$ cat src/rtl/i2cbd_pkg.sv
package i2cbd_pkg;

  // Elaboration-time search for the divider fields whose SCL rate is the
  // highest one not above the target. Result packs {m[7:0], n[7:0]}.
  function automatic logic [15:0] pick_fields(input longint core_hz,
                                              input longint target_hz,
                                              input int     ticks,
                                              input int     m_w,
                                              input int     n_w);
    longint     rate;
    longint     best_gap;
    logic [7:0] best_m;
    logic [7:0] best_n;
    best_gap = -1;
    best_m   = 8'((1 << m_w) - 1);
    best_n   = 8'((1 << n_w) - 1);
    for (int n = 0; n < (1 << n_w); n++) begin
      for (int m = 0; m < (1 << m_w); m++) begin
        rate = core_hz / (longint'(ticks) * longint'(m + 1) * (longint'(2) << n));
        if (rate <= target_hz && (best_gap < 0 || (target_hz - rate) < best_gap)) begin
          best_gap = target_hz - rate;
          best_m   = 8'(m);
          best_n   = 8'(n);
        end
      end
    end
    return {best_m, best_n};
  endfunction

endpackage

$ cat src/rtl/i2cbd_cfg_reg.sv
module i2cbd_cfg_reg #(
  parameter int              CFG_W = 32,
  parameter int              M_W   = 4,
  parameter int              N_W   = 3,
  parameter logic [M_W-1:0]  DEF_M = '0,
  parameter logic [N_W-1:0]  DEF_N = '0
) (
  input  logic             clk,
  input  logic             rst_n,
  input  logic             wr_en,
  input  logic [CFG_W-1:0] wr_data,
  output logic [M_W-1:0]   m_val,
  output logic [N_W-1:0]   n_val,
  output logic             restart
);
  localparam int FIELD_W = M_W + N_W;

  logic cfg_hi_unused;
  assign cfg_hi_unused = ^wr_data[CFG_W-1:FIELD_W];

  always_ff @(posedge clk or negedge rst_n) begin
    if (!rst_n) begin
      m_val <= DEF_M;
      n_val <= DEF_N;
    end else if (wr_en) begin
      n_val <= wr_data[N_W-1:0];
      m_val <= wr_data[N_W +: M_W];
    end
  end

  // The write itself clears the counters at the same edge that loads
  // the fields, so the new setting counts from zero on the next cycle.
  assign restart = wr_en;
endmodule

$ cat src/rtl/i2cbd_prescaler.sv
module i2cbd_prescaler #(
  parameter int M_W = 4,
  parameter int N_W = 3
) (
  input  logic           clk,
  input  logic           rst_n,
  input  logic           enable,
  input  logic           clear,
  input  logic [M_W-1:0] m_val,
  input  logic [N_W-1:0] n_val,
  output logic           tick_o
);
  localparam int POW_W = 1 << N_W;

  logic [M_W-1:0]   lin_cnt;
  logic [POW_W-1:0] pow_cnt;
  logic [POW_W-1:0] pow_last;
  logic             lin_wrap;
  logic             pow_wrap;

  // Last value of the power-of-two stage: 2^(N+1) - 1.
  assign pow_last = ~({POW_W{1'b1}} << (int'(n_val) + 1));
  assign lin_wrap = (lin_cnt == m_val);
  assign pow_wrap = (pow_cnt == pow_last);

  always_ff @(posedge clk or negedge rst_n) begin
    if (!rst_n) begin
      lin_cnt <= '0;
      pow_cnt <= '0;
    end else if (clear || !enable) begin
      lin_cnt <= '0;
      pow_cnt <= '0;
    end else if (lin_wrap) begin
      lin_cnt <= '0;
      pow_cnt <= pow_wrap ? '0 : pow_cnt + 1'b1;
    end else begin
      lin_cnt <= lin_cnt + 1'b1;
    end
  end

  assign tick_o = enable & ~clear & lin_wrap & pow_wrap;
endmodule

$ cat src/rtl/i2cbd_phase_gen.sv
module i2cbd_phase_gen #(
  parameter int TICKS = 10,
  parameter int NQ    = 4
) (
  input  logic          clk,
  input  logic          rst_n,
  input  logic          enable,
  input  logic          clear,
  input  logic          tick,
  output logic          scl_o,
  output logic [NQ-1:0] stb_o
);
  localparam int TICK_W    = $clog2(TICKS);
  localparam int LOW_TICKS = TICKS / 2;

  logic [TICK_W-1:0] t_cnt;

  always_ff @(posedge clk or negedge rst_n) begin
    if (!rst_n) begin
      t_cnt <= '0;
    end else if (clear || !enable) begin
      t_cnt <= '0;
    end else if (tick) begin
      t_cnt <= (t_cnt == TICK_W'(TICKS - 1)) ? '0 : t_cnt + 1'b1;
    end
  end

  assign scl_o = (t_cnt >= TICK_W'(LOW_TICKS));

  // Quarter q begins at tick position ceil(q*TICKS/NQ); its strobe rides on
  // the tick that moves the phase count onto that position.
  for (genvar q = 0; q < NQ; q++) begin : g_quarter
    localparam int QPOS = (q * TICKS + NQ - 1) / NQ;
    localparam int PREV = (QPOS + TICKS - 1) % TICKS;
    assign stb_o[q] = tick & (t_cnt == TICK_W'(PREV));
  end
endmodule

$ cat src/rtl/i2cbd_divider.sv
module i2cbd_divider #(
  parameter longint CORE_HZ = 100_000_000,
  parameter longint SCL_HZ  = 100_000,
  parameter int     CFG_W   = 32,
  parameter int     M_W     = 4,
  parameter int     N_W     = 3,
  parameter int     TICKS   = 10
) (
  input  logic             clk,
  input  logic             rst_n,
  input  logic             enable,
  input  logic             cfg_we,
  input  logic [CFG_W-1:0] cfg_wdata,
  output logic             sample_tick,
  output logic             scl_level,
  output logic [3:0]       quarter_stb
);
  import i2cbd_pkg::*;

  localparam logic [15:0]    DEF_PAIR = pick_fields(CORE_HZ, SCL_HZ, TICKS, M_W, N_W);
  localparam logic [M_W-1:0] DEF_M    = DEF_PAIR[8 +: M_W];
  localparam logic [N_W-1:0] DEF_N    = DEF_PAIR[0 +: N_W];

  logic [M_W-1:0] m_val;
  logic [N_W-1:0] n_val;
  logic           restart;

  i2cbd_cfg_reg #(
    .CFG_W(CFG_W), .M_W(M_W), .N_W(N_W), .DEF_M(DEF_M), .DEF_N(DEF_N)
  ) cfg_i (
    .clk(clk), .rst_n(rst_n), .wr_en(cfg_we), .wr_data(cfg_wdata),
    .m_val(m_val), .n_val(n_val), .restart(restart)
  );

  i2cbd_prescaler #(.M_W(M_W), .N_W(N_W)) pre_i (
    .clk(clk), .rst_n(rst_n), .enable(enable), .clear(restart),
    .m_val(m_val), .n_val(n_val), .tick_o(sample_tick)
  );

  i2cbd_phase_gen #(.TICKS(TICKS), .NQ(4)) phase_i (
    .clk(clk), .rst_n(rst_n), .enable(enable), .clear(restart),
    .tick(sample_tick), .scl_o(scl_level), .stb_o(quarter_stb)
  );
endmodule

$ cat config.mk
export PLATFORM = sky130hd
export DESIGN_NAME = i2cbd_divider
export DESIGN_NICKNAME = d
export VERILOG_FILES = /design/src/rtl/i2cbd_pkg.sv /design/src/rtl/i2cbd_cfg_reg.sv /design/src/rtl/i2cbd_prescaler.sv /design/src/rtl/i2cbd_phase_gen.sv /design/src/rtl/i2cbd_divider.sv
export SDC_FILE = /design/constraint.sdc
export NUM_CORES = 1
export LEC_CHECK = 0
export ABC_AREA = 1
export ABC_CLOCK_PERIOD_IN_PS = 4500
export BUFFER_PORTS_ARGS = -buffer_cell sky130_fd_sc_hd__buf_2
export CORE_AREA = 8 8 65 67
export CTS_CLUSTER_DIAMETER = 80
export DETAILED_ROUTE_END_ITERATION = 10
export DIE_AREA = 0 0 73 75
export PLACE_DENSITY = 0.83
export RECOVER_POWER = 50
export SKIP_CTS_REPAIR_TIMING = 1
export SLEW_MARGIN = 20
export SYNTH_ARGS = -nofsm -noshare
export SYNTH_HDL_FRONTEND = slang
export SYNTH_SLANG_ARGS = --single-unit
$ cat constraint.sdc
create_clock -name clk -period 4.5 [get_ports clk]
set_clock_uncertainty 0.15 [all_clocks]
set_input_delay 1.125 -clock clk [delete_from_list [all_inputs] [get_ports clk]]
set_output_delay 1.125 -clock clk [all_outputs]
set_load 0.03 [all_outputs]
After elaboration in Yosys (flattened, before gate mapping)
Index checks and enable logic that the tools add are counted.
{ "word_totals": {"latchBits": 0, "output_inout_bits": 6, "elab_cells": 38, "romBits": 0, "register_bits": 23, "ramBits": 0, "n_memories": 0} }
{ "op_classes": {"n_shift": 1, "muxes": 8, "n_div": 0, "bitwise_logic": 9, "add_sub_neg": 4, "reduce_logical": 4, "mul": 0, "n_eq_ne": 6, "magnitude_cmp": 1} }
{ "ops": {"columns": ["op", "count"], "rows": [
  ["$shl A8 B32 Y8 const A", 1],
  ["$mux W8", 3],
  ["$mux W4", 5],
  ["$add A4 B1 Y4 const B", 2],
  ["$add A8 B1 Y8 const B", 1],
  ["$eq A4 B3 Y1 const B", 2],
  ["$eq A8 B8 Y1", 1],
  ["$not A8 Y8", 1],
  ["$and A1 B1 Y1", 7],
  ["$add A3 B1 Y4 const B", 1],
  ["$eq A4 B2 Y1 const B", 1],
  ["$eq A4 B4 Y1", 1],
  ["$eq A4 B4 Y1 const B", 1],
  ["$ge A4 B3 Y1 const B", 1],
  ["$reduce_bool A2 Y1", 2],
  ["$logic_not A1 Y1", 1],
  ["$logic_or A1 B1 Y1", 1],
  ["$not A1 Y1", 1]
]} }

Logic depth before layout (Yosys ltp)
Gate-level depths: netlist (run 1).
{ "logic_depth": {"word_depth": 7, "mapped_depth": 13} }

By module
From an unflattened synthesis (run 1), not the netlist that was laid out.
{ "unflattened": {"hier_cells": 232, "hier_area_um2": 1607.8} }
{ "by_module_without_submodules": {"columns": ["mod", "cells_each", "area_per_inst_um2", "n_inst"], "rows": [
  ["i2cbd_prescaler", 157, 1049.8, 1],
  ["i2cbd_cfg_reg", 31, 280.3, 1],
  ["i2cbd_phase_gen", 44, 277.8, 1]
]} }

Worst setup path after synthesis (run 1)
OpenSTA, ideal clock, no wires.
{ "synth_path": {"kind": "in2out", "start": "input cfg_we", "end": "output quarter_stb[2]", "path_stages": 6, "path_slack_ns": 1.007, "arrival_time_ns": 2.218, "n_path_buf": 1, "path_cell_list": "buf_2 inv_2 nand2_2 nor2_8 nand3_2 nor2_1"} }
{ "synth_between": {"elab_chain_len": 5} }
{ "synth_rtl": {"columns": ["element", "line", "text"], "rows": [
  ["start: declaration", "i2cbd_divider.sv:12", "input logic cfg_we,"],
  ["$not A1 Y1", "i2cbd_prescaler.sv:41", "assign tick_o = enable & ~clear & lin_wrap & pow_wrap;"],
  ["$and A1 B1 Y1 (3 in series)", "i2cbd_prescaler.sv:41", null],
  ["$and A1 B1 Y1", "i2cbd_phase_gen.sv:35", "assign stb_o[q] = tick & (t_cnt == TICK_W'(PREV));"],
  ["end: declaration", "i2cbd_divider.sv:16", "output logic [3:0] quarter_stb"]
]} }
No other way between the ends.

Worst setup path after layout (run 1)
{ "layout_path": {"start": "input cfg_we", "end": "output quarter_stb[3]"} }
The elaborated chain is that of the path after synthesis.

==> flow_summary.rst, run 1 <==
.. list-table::
   :header-rows: 1

   * - Metric
     - Value
   * - Outcome
     - finished clean
   * - Fillcell total
     - 321
   * - NumNets Final
     - 256
   * - Maximum clock insertion buffer count
     - 2
   * - Area growth from synthesis to final layout
     - 9.60%
   * - Hold Slack
     - 0.335 ns
   * - Arrival time of data at the critical path endpoint
     - 2.42 ns
   * - Shortest clock period the worst path allows after layout
     - 3.70 ns
   * - Clock buffers created by TritonCTS
     - 3
   * - TritonCTS clock tree
     - done
   * - Maximum ir drop on the vdd rail
     - 0.208 mV
   * - First-pass iteration count of the detailed router
     - 4
   * - Seq/Total Area, Yosys
     - 38.0%
   * - CTS sink cnt
     - 23
   * - Count of buffer and inverter cells on the critical path
     - 3
   * - Ports
     - 42
   * - Type of element capturing the critical path
     - primary output
   * - Initial Util
     - 47.2%
   * - Gr usage total
     - 11.7%
   * - Routed length per placed instance
     - 11.1 um
   * - Number of synthesized register bits
     - 23
   * - Layout cell share with drive strength beyond 1
     - 21.0%
   * - Class of the most critical setup path
     - primary input to primary output
   * - Crit path max-delay cell type
     - sky130_fd_sc_hd__inv_1
   * - Highest clock frequency the design can meet
     - 270 MHz
   * - RSZ-0062 raised after global routing
     - false
   * - Summed negative setup slack over all endpoints
     - 0 ns
   * - Total of warnings raised by yosys
     - 0
   * - Synthesized area divided by synthesized cell count
     - 7.78 um^2
   * - Highest cell delay on the worst timing path
     - 0.22 ns
   * - Vias in the first global route
     - 1,216
   * - Hold violation count in the final report
     - 0
   * - Routed wire length
     - 2900 um
   * - Antenna-violating nets left
     - 0
   * - Buffer cell driving the clock tree root
     - sky130_fd_sc_hd__clkbuf_4
   * - Std cell rows
     - 21
   * - Initial antenna violation count
     - 0
   * - Drt first-iter violations
     - 59
   * - Remaining global-route overflow
     - 0
   * - Setup slack after placement
     - 0.963 ns
   * - Largest driver fanout on the critical path
     - 10
   * - Placeable core region
     - 3230 um^2
   * - Latest clock arrival within the worst-skew pair
     - 0.31 ns
   * - Post-detailed-route via-to-cell ratio
     - 4.82
   * - Placed wire-length estimate after detailed placement
     - 2270 um
   * - First-pass GRT wire length
     - 5130 um
   * - Setup WS post-layout
     - 0.800 ns
   * - Post-synthesis cell type count
     - 26
   * - Slew Viols, Final
     - 0
   * - Slew margin rel.
     - 18.4%
   * - PwrDens
     - 230 nW/um^2
   * - Type of the most critical hold path
     - flip-flop to flip-flop
   * - Leakage dissipation
     - 0.850 nW
   * - Final estimated routing congestion in global placement
     - 0.856
   * - WP data required
     - 3.22 ns
   * - Final antenna diode count
     - 0
   * - Largest net degree at the start of global routing
     - 24
   * - Worst-path clk slew
     - 0.12 ns
   * - Chip Width
     - 73 um
   * - Syn nets
     - 237
   * - DRC Markers
     - 0
   * - Final worst-path cycle share
     - 82.2%
   * - Height of the die
     - 75 um
   * - Critical path, cell by cell
     - clkbuf_1 > inv_1 > nand2_2 > nor2_8 > nand3_2 > nor3_2 > buf_2
   * - Die Outline Area
     - 5480 um^2
   * - Family with the most delay on the worst path
     - simple AND/OR/NAND/NOR gates
   * - Least-Margin Pin Slew
     - 1.22 ns
   * - Final-report setup violation count
     - 0
   * - Kind of launch point of the worst setup path
     - primary input
   * - Number of max-cap violations
     - 0
   * - Via count of the routed design
     - 1,254
   * - Count of buffers inserted at the top-level ports
     - 16
   * - Number of instances in the synthesized netlist
     - 196
   * - Deepest level of the CTS H-tree
     - 1
   * - Cell area after synthesis
     - 1530 um^2
==> where the power goes <==
group	switching [W]	internal, W	leakage, nW
combinational	0.0000445	0.0000231	0.530
clock	0.0000607	0.0000332	0.0177
sequential	0.00000757	0.000216	0.303
total	0.000113	0.000272	0.850
==> routing by layer <==
metal	track usage [%]	part of all wire (%)	wire length, um	vias up
li1	-	-	-	656
met2	21.2	50	1440	16
met4	4.67	1.4	40	0
met1	13.9	47	1360	578
met3	1.20	1.8	53	4
met5	0	0	0	-
==> worst paths after layout <==
kind	from	to	slack, ns	depth (start not counted)
worst max-delay path	cfg_we	quarter_stb[3]	0.80	7
worst min-delay path	cfg_i.m_val[2]	cfg_i.m_val[2]	0.33	2
worst max register to register	cfg_i.n_val[1]	phase_i.t_cnt[3]	2.42	10
worst min register to register	cfg_i.m_val[2]	cfg_i.m_val[2]	0.33	2
max in group asynchronous	rst_n	pre_i.pow_cnt[0]	2.59	1
min in group asynchronous	rst_n	phase_i.t_cnt[2]	0.89	1
==> sequential cells by signal, indices dropped and copies added (netlist names) <==
register	flops
phase_i.t_cnt	4
pre_i.lin_cnt	4
cfg_i.m_val	4
pre_i.pow_cnt	8
cfg_i.n_val	3
==> cell usage in the layout, fill, tap and decap left out, types with 3 or more instances in the layout <==
cell                       instances
sky130_fd_sc_hd__nand2_1          60
sky130_fd_sc_hd__nor2_1           15
sky130_fd_sc_hd__xor2_1            6
sky130_fd_sc_hd__nand4_1           4
sky130_fd_sc_hd__nand3_1          19
sky130_fd_sc_hd__nand3_2           5
sky130_fd_sc_hd__xnor2_1           7
sky130_fd_sc_hd__dfrtp_1          20
sky130_fd_sc_hd__dfstp_2           3
sky130_fd_sc_hd__clkbuf_4          3
sky130_fd_sc_hd__inv_1            23
sky130_fd_sc_hd__nor2_2            3
sky130_fd_sc_hd__buf_2            14
sky130_fd_sc_hd__o21ai_2           7
sky130_fd_sc_hd__o21ai_0           4
sky130_fd_sc_hd__ha_1              5
==> Yosys cell counts (all sizes together) <==
master  number  share of area [%]
nand4        4                1.6
nor3         4                2.0
xor2         6                3.4
dfstp        3                5.2
dfrtp       20                 33
nand2       64                 17
nor4         1               0.41
xnor2        7                4.0
nor2        20                7.0
or2          1               0.41
o21ai       11                5.3
buf          2                1.1
nand3       24                9.5
ha           5                4.1
and3         1               0.41
inv         23                5.7
==> layout make-up <==
class	count	area, um^2	share of cell area [%]
well taps	46	57.6	3.44
multi-input cells	148	843	50.4
repair buffers	16	77.6	4.64
flip-flops and latches	23	579	34.7
clock inverters	1	5.00	0.299
clock buffers	3	22.5	1.35
inverters	23	86.3	5.16
==> kinds of logic after synthesis <==
logic type / share of synthesized area [%]
adders and majority gates: 4.10
AOI/OAI and AO/OA: 5.33
buffers and inverters: 6.73
and+or+nand+nor: 38.4
DFF: 38.0
xor gates and xnor gates: 7.47
==> stage by stage <==
| stage | instances | cell area, um^2 | power (W) | util, % |
|---|---|---|---|---|
| global route | 260 | 1670 | 0.000407 | 51.7 |
| finish | 260 | 1670 | 0.000385 | 51.7 |
| floorplan | 196 | 1530 | 0.000277 | - |
| CTS | 260 | 1670 | 0.000389 | 51.8 |
| detailed placement | 256 | 1650 | 0.000296 | 50.9 |
| global placement | 256 | 1650 | 0.000293 | 50.9 |
==> worst min-delay path, cell delays in order (launching register included) <==
cell and delay, ns:
sky130_fd_sc_hd__dfstp_2 0.40, sky130_fd_sc_hd__nand2_1 0.06, sky130_fd_sc_hd__nand2_1 0.04
No activity file was read; power rests on OpenSTA's default activity.
==> inputs of run 2 (changes only) <==
Settings changed: ABC_CLOCK_PERIOD_IN_PS 4500 to 3500.
Clock period 4.5 ns to 3.5 ns, I/O delays scaled along.
==> flow_summary.rst, run 2 (synthesized netlist as in run 1, its figures left out) <==
.. list-table::
   :header-rows: 1

   * - Metric
     - Value
   * - Outcome
     - finished clean (unchanged)
   * - First-pass iteration count of the detailed router
     - 4 (unchanged)
   * - Number of max-cap violations
     - 0 (unchanged)
   * - WP data required
     - 2.47 ns (was 3.22 ns)
   * - Proportion of total power due to net switching
     - 29.2% (was 29.3%)
   * - Type of element capturing the critical path
     - primary output (unchanged)
   * - Routed wire length
     - 2920 um (was 2900 um)
   * - Antenna-violating nets left
     - 0 (unchanged)
   * - Highest clock frequency the design can meet
     - 304 MHz
   * - Type of the most critical hold path
     - flip-flop to flip-flop (unchanged)
   * - Drt first-iter violations
     - 41 (was 59)
   * - Placeable core region
     - 3230 um^2 (unchanged)
   * - Post-detailed-route via-to-cell ratio
     - 4.82 (about the same)
   * - Vias in the first global route
     - 1,216 (unchanged)
   * - Worst-path clk slew
     - 0.12 ns (about the same)
   * - Shortest clock period the worst path allows after layout
     - 3.29 ns
   * - Power dissipated by switching net loads
     - 0.000145 W (was 0.000113 W)
   * - Via count of the routed design
     - 1,257 (was 1,254)
   * - Gr usage total
     - 11.7% (unchanged)
   * - Slew margin rel.
     - 18.6% (was 18.4%)
   * - Non-filler instance count after layout
     - 261 (was 260)
   * - Class of the most critical setup path
     - flip-flop to primary output (was primary input to primary output)
   * - Kind of launch point of the worst setup path
     - flip-flop (was primary input)
   * - Arrival time of data at the critical path endpoint
     - 2.27 ns (was 2.42 ns)
   * - Fillcell total
     - 322 (was 321)
   * - Clock buffers created by TritonCTS
     - 3 (unchanged)
   * - Area growth from synthesis to final layout
     - 10.3% (was 9.60%)
   * - Slew Viols, Final
     - 0 (unchanged)
   * - Latest clock arrival within the worst-skew pair
     - 0.31 ns (about the same)
   * - Final design utilization
     - 52.0% (was 51.7%)
   * - Final-report setup violation count
     - 0 (unchanged)
   * - Count of buffers inserted at the top-level ports
     - 16 (unchanged)
   * - Flip-flop count of the largest register, all copies and words added
     - 8 (unchanged)
   * - Maximum ir drop on the vdd rail
     - 0.268 mV (was 0.208 mV)
   * - RSZ-0062 raised after global routing
     - false (unchanged)
   * - Clock network fraction of design power
     - 24.1% (was 24.4%)
   * - PnR Total Power
     - 0.000495 W (was 0.000385 W)
   * - Final worst-path cycle share
     - 94.1%
   * - Leading cell type in the layout, fill and taps excluded
     - sky130_fd_sc_hd__nand2_1 (unchanged)
   * - P_int
     - 0.000350 W (was 0.000272 W)
   * - Layout cell share with drive strength beyond 1
     - 21.9% (was 21.0%)
   * - Placed insts
     - 256 (unchanged)
   * - DRC Markers
     - 0 (unchanged)
   * - Initial Util
     - 47.2% (unchanged)
   * - Maximum clock insertion buffer count
     - 2 (unchanged)
   * - CTS sink cnt
     - 23 (unchanged)
   * - Largest net degree at the start of global routing
     - 24 (unchanged)
   * - Placed wire-length estimate after detailed placement
     - 2270 um (unchanged)
   * - Routed length per placed instance
     - 11.2 um (was 11.1 um)
   * - Ports
     - 42 (unchanged)
   * - Least-Margin Pin Slew
     - 1.22 ns (about the same)
   * - Remaining global-route overflow
     - 0 (unchanged)
   * - Chip Width
     - 73 um (unchanged)
   * - Die Outline Area
     - 5480 um^2 (unchanged)
   * - Deepest level of the CTS H-tree
     - 1 (unchanged)
   * - Height of the die
     - 75 um (unchanged)
   * - Leakage dissipation
     - 0.854 nW (was 0.850 nW)
   * - Share of power burned in registers
     - 58.0% (about the same)
   * - Hold violation count in the final report
     - 0 (unchanged)
   * - Most frequent cells in the layout
     - 60 x sky130_fd_sc_hd__nand2_1, 23 x sky130_fd_sc_hd__inv_1, 20 x sky130_fd_sc_hd__dfrtp_1, 19 x sky130_fd_sc_hd__nand3_1 (was 60 x sky130_fd_sc_hd__nand2_1, 23 x sky130_fd_sc_hd__inv_1, 20 x sky130_fd_sc_hd__dfrtp_1, 19 x sky130_fd_sc_hd__nand3_1, 15 x sky130_fd_sc_hd__nor2_1)
   * - Summed negative setup slack over all endpoints
     - 0 ns (unchanged)
   * - Largest driver fanout on the critical path
     - 6 (was 10)
   * - PwrDens
     - 294 nW/um^2 (was 230 nW/um^2)
   * - TritonCTS clock tree
     - done (unchanged)
   * - Register bank with the most flops
     - pre_i.pow_cnt (unchanged)
   * - First-pass GRT wire length
     - 5130 um (unchanged)
   * - Final antenna diode count
     - 0 (unchanged)
   * - Final estimated routing congestion in global placement
     - 0.856 (unchanged)
   * - Std cell rows
     - 21 (unchanged)
   * - Initial antenna violation count
     - 0 (unchanged)
   * - Buffer cell driving the clock tree root
     - sky130_fd_sc_hd__clkbuf_4 (unchanged)
   * - NumNets Final
     - 257 (was 256)
   * - Gate power share
     - 17.9% (was 17.6%)
-- run 2: cell count changes in the layout (fill, tap and decap cells not counted), sizes merged --
| cell | before | now |
|---|---|---|
| buf | 14 | 15 |
-- run 2: final cells by class --
class	count	area, um^2	share of cell area, %
Clock buffer	3	22.5	1.34
Clock inverter	1	5.00	0.298
Inverter	23	86.3	5.13
Multi-Input combinational cell	148	846	50.3
Sequential cell	23	579	34.4
Tap cell	46	57.6	3.42
Timing Repair Buffer	17	85.1	5.06
-- run 2: per-stage QoR --
step	area (um^2)	hold WS, ns	worst slack, ns
2_1_floorplan	1530	0.299	0.507
3_3_place_gp	1650	0.312	0.480
3_5_place_dp	1650	0.323	0.463
4_1_cts	1670	0.340	0.153
5_1_grt	1680	0.366	0.00994
6_report	1680	0.335	0.207
-- run 2: worst paths after layout --
kind	from	end	slack, ns	cells past startpoint
max	cfg_i.n_val[1]	quarter_stb[1]	0.21	12
min	cfg_i.m_val[2]	cfg_i.m_val[2]	0.33	2
max reg2reg	cfg_i.n_val[1]	phase_i.t_cnt[3]	1.35	12
min reg2reg	cfg_i.m_val[2]	cfg_i.m_val[2]	0.33	2
max in group asynchronous	rst_n	pre_i.pow_cnt[0]	1.84	1
min in group asynchronous	rst_n	phase_i.t_cnt[2]	0.64	1
-- run 2: critical path: stages (launching register included) --
cell                      delay, ns
sky130_fd_sc_hd__dfstp_2       0.60
sky130_fd_sc_hd__ha_1          0.19
sky130_fd_sc_hd__inv_1         0.06
sky130_fd_sc_hd__nand2_1       0.07
sky130_fd_sc_hd__nand3_1       0.15
sky130_fd_sc_hd__nand3_1       0.11
sky130_fd_sc_hd__nand2_1       0.08
sky130_fd_sc_hd__inv_1         0.06
sky130_fd_sc_hd__nand2_1       0.08
sky130_fd_sc_hd__nor2_4        0.17
sky130_fd_sc_hd__nand3_2       0.11
sky130_fd_sc_hd__nor2_2        0.09
sky130_fd_sc_hd__buf_2         0.20
-- run 2: layer usage --
| metal | track usage [%] | share of wire (%) |
|---|---|---|
| met1 | 13.9 | 47 |
| met3 | 1.20 | 1.5 |
| met2 | 21.2 | 50 |
| met5 | 0 | 0 |
| met4 | 4.67 | 1.4 |
-- run 2: power groups by stage --
stage | sequential, W | combinational, W | clock [W]
2_1_floorplan | 0.000290 | 0.0000661 | 0
3_3_place_gp | 0.000292 | 0.0000852 | 0
3_5_place_dp | 0.000292 | 0.0000884 | 0
4_1_cts | 0.000287 | 0.0000890 | 0.000125
5_1_grt | 0.000288 | 0.000102 | 0.000134
6_report | 0.000287 | 0.0000884 | 0.000119
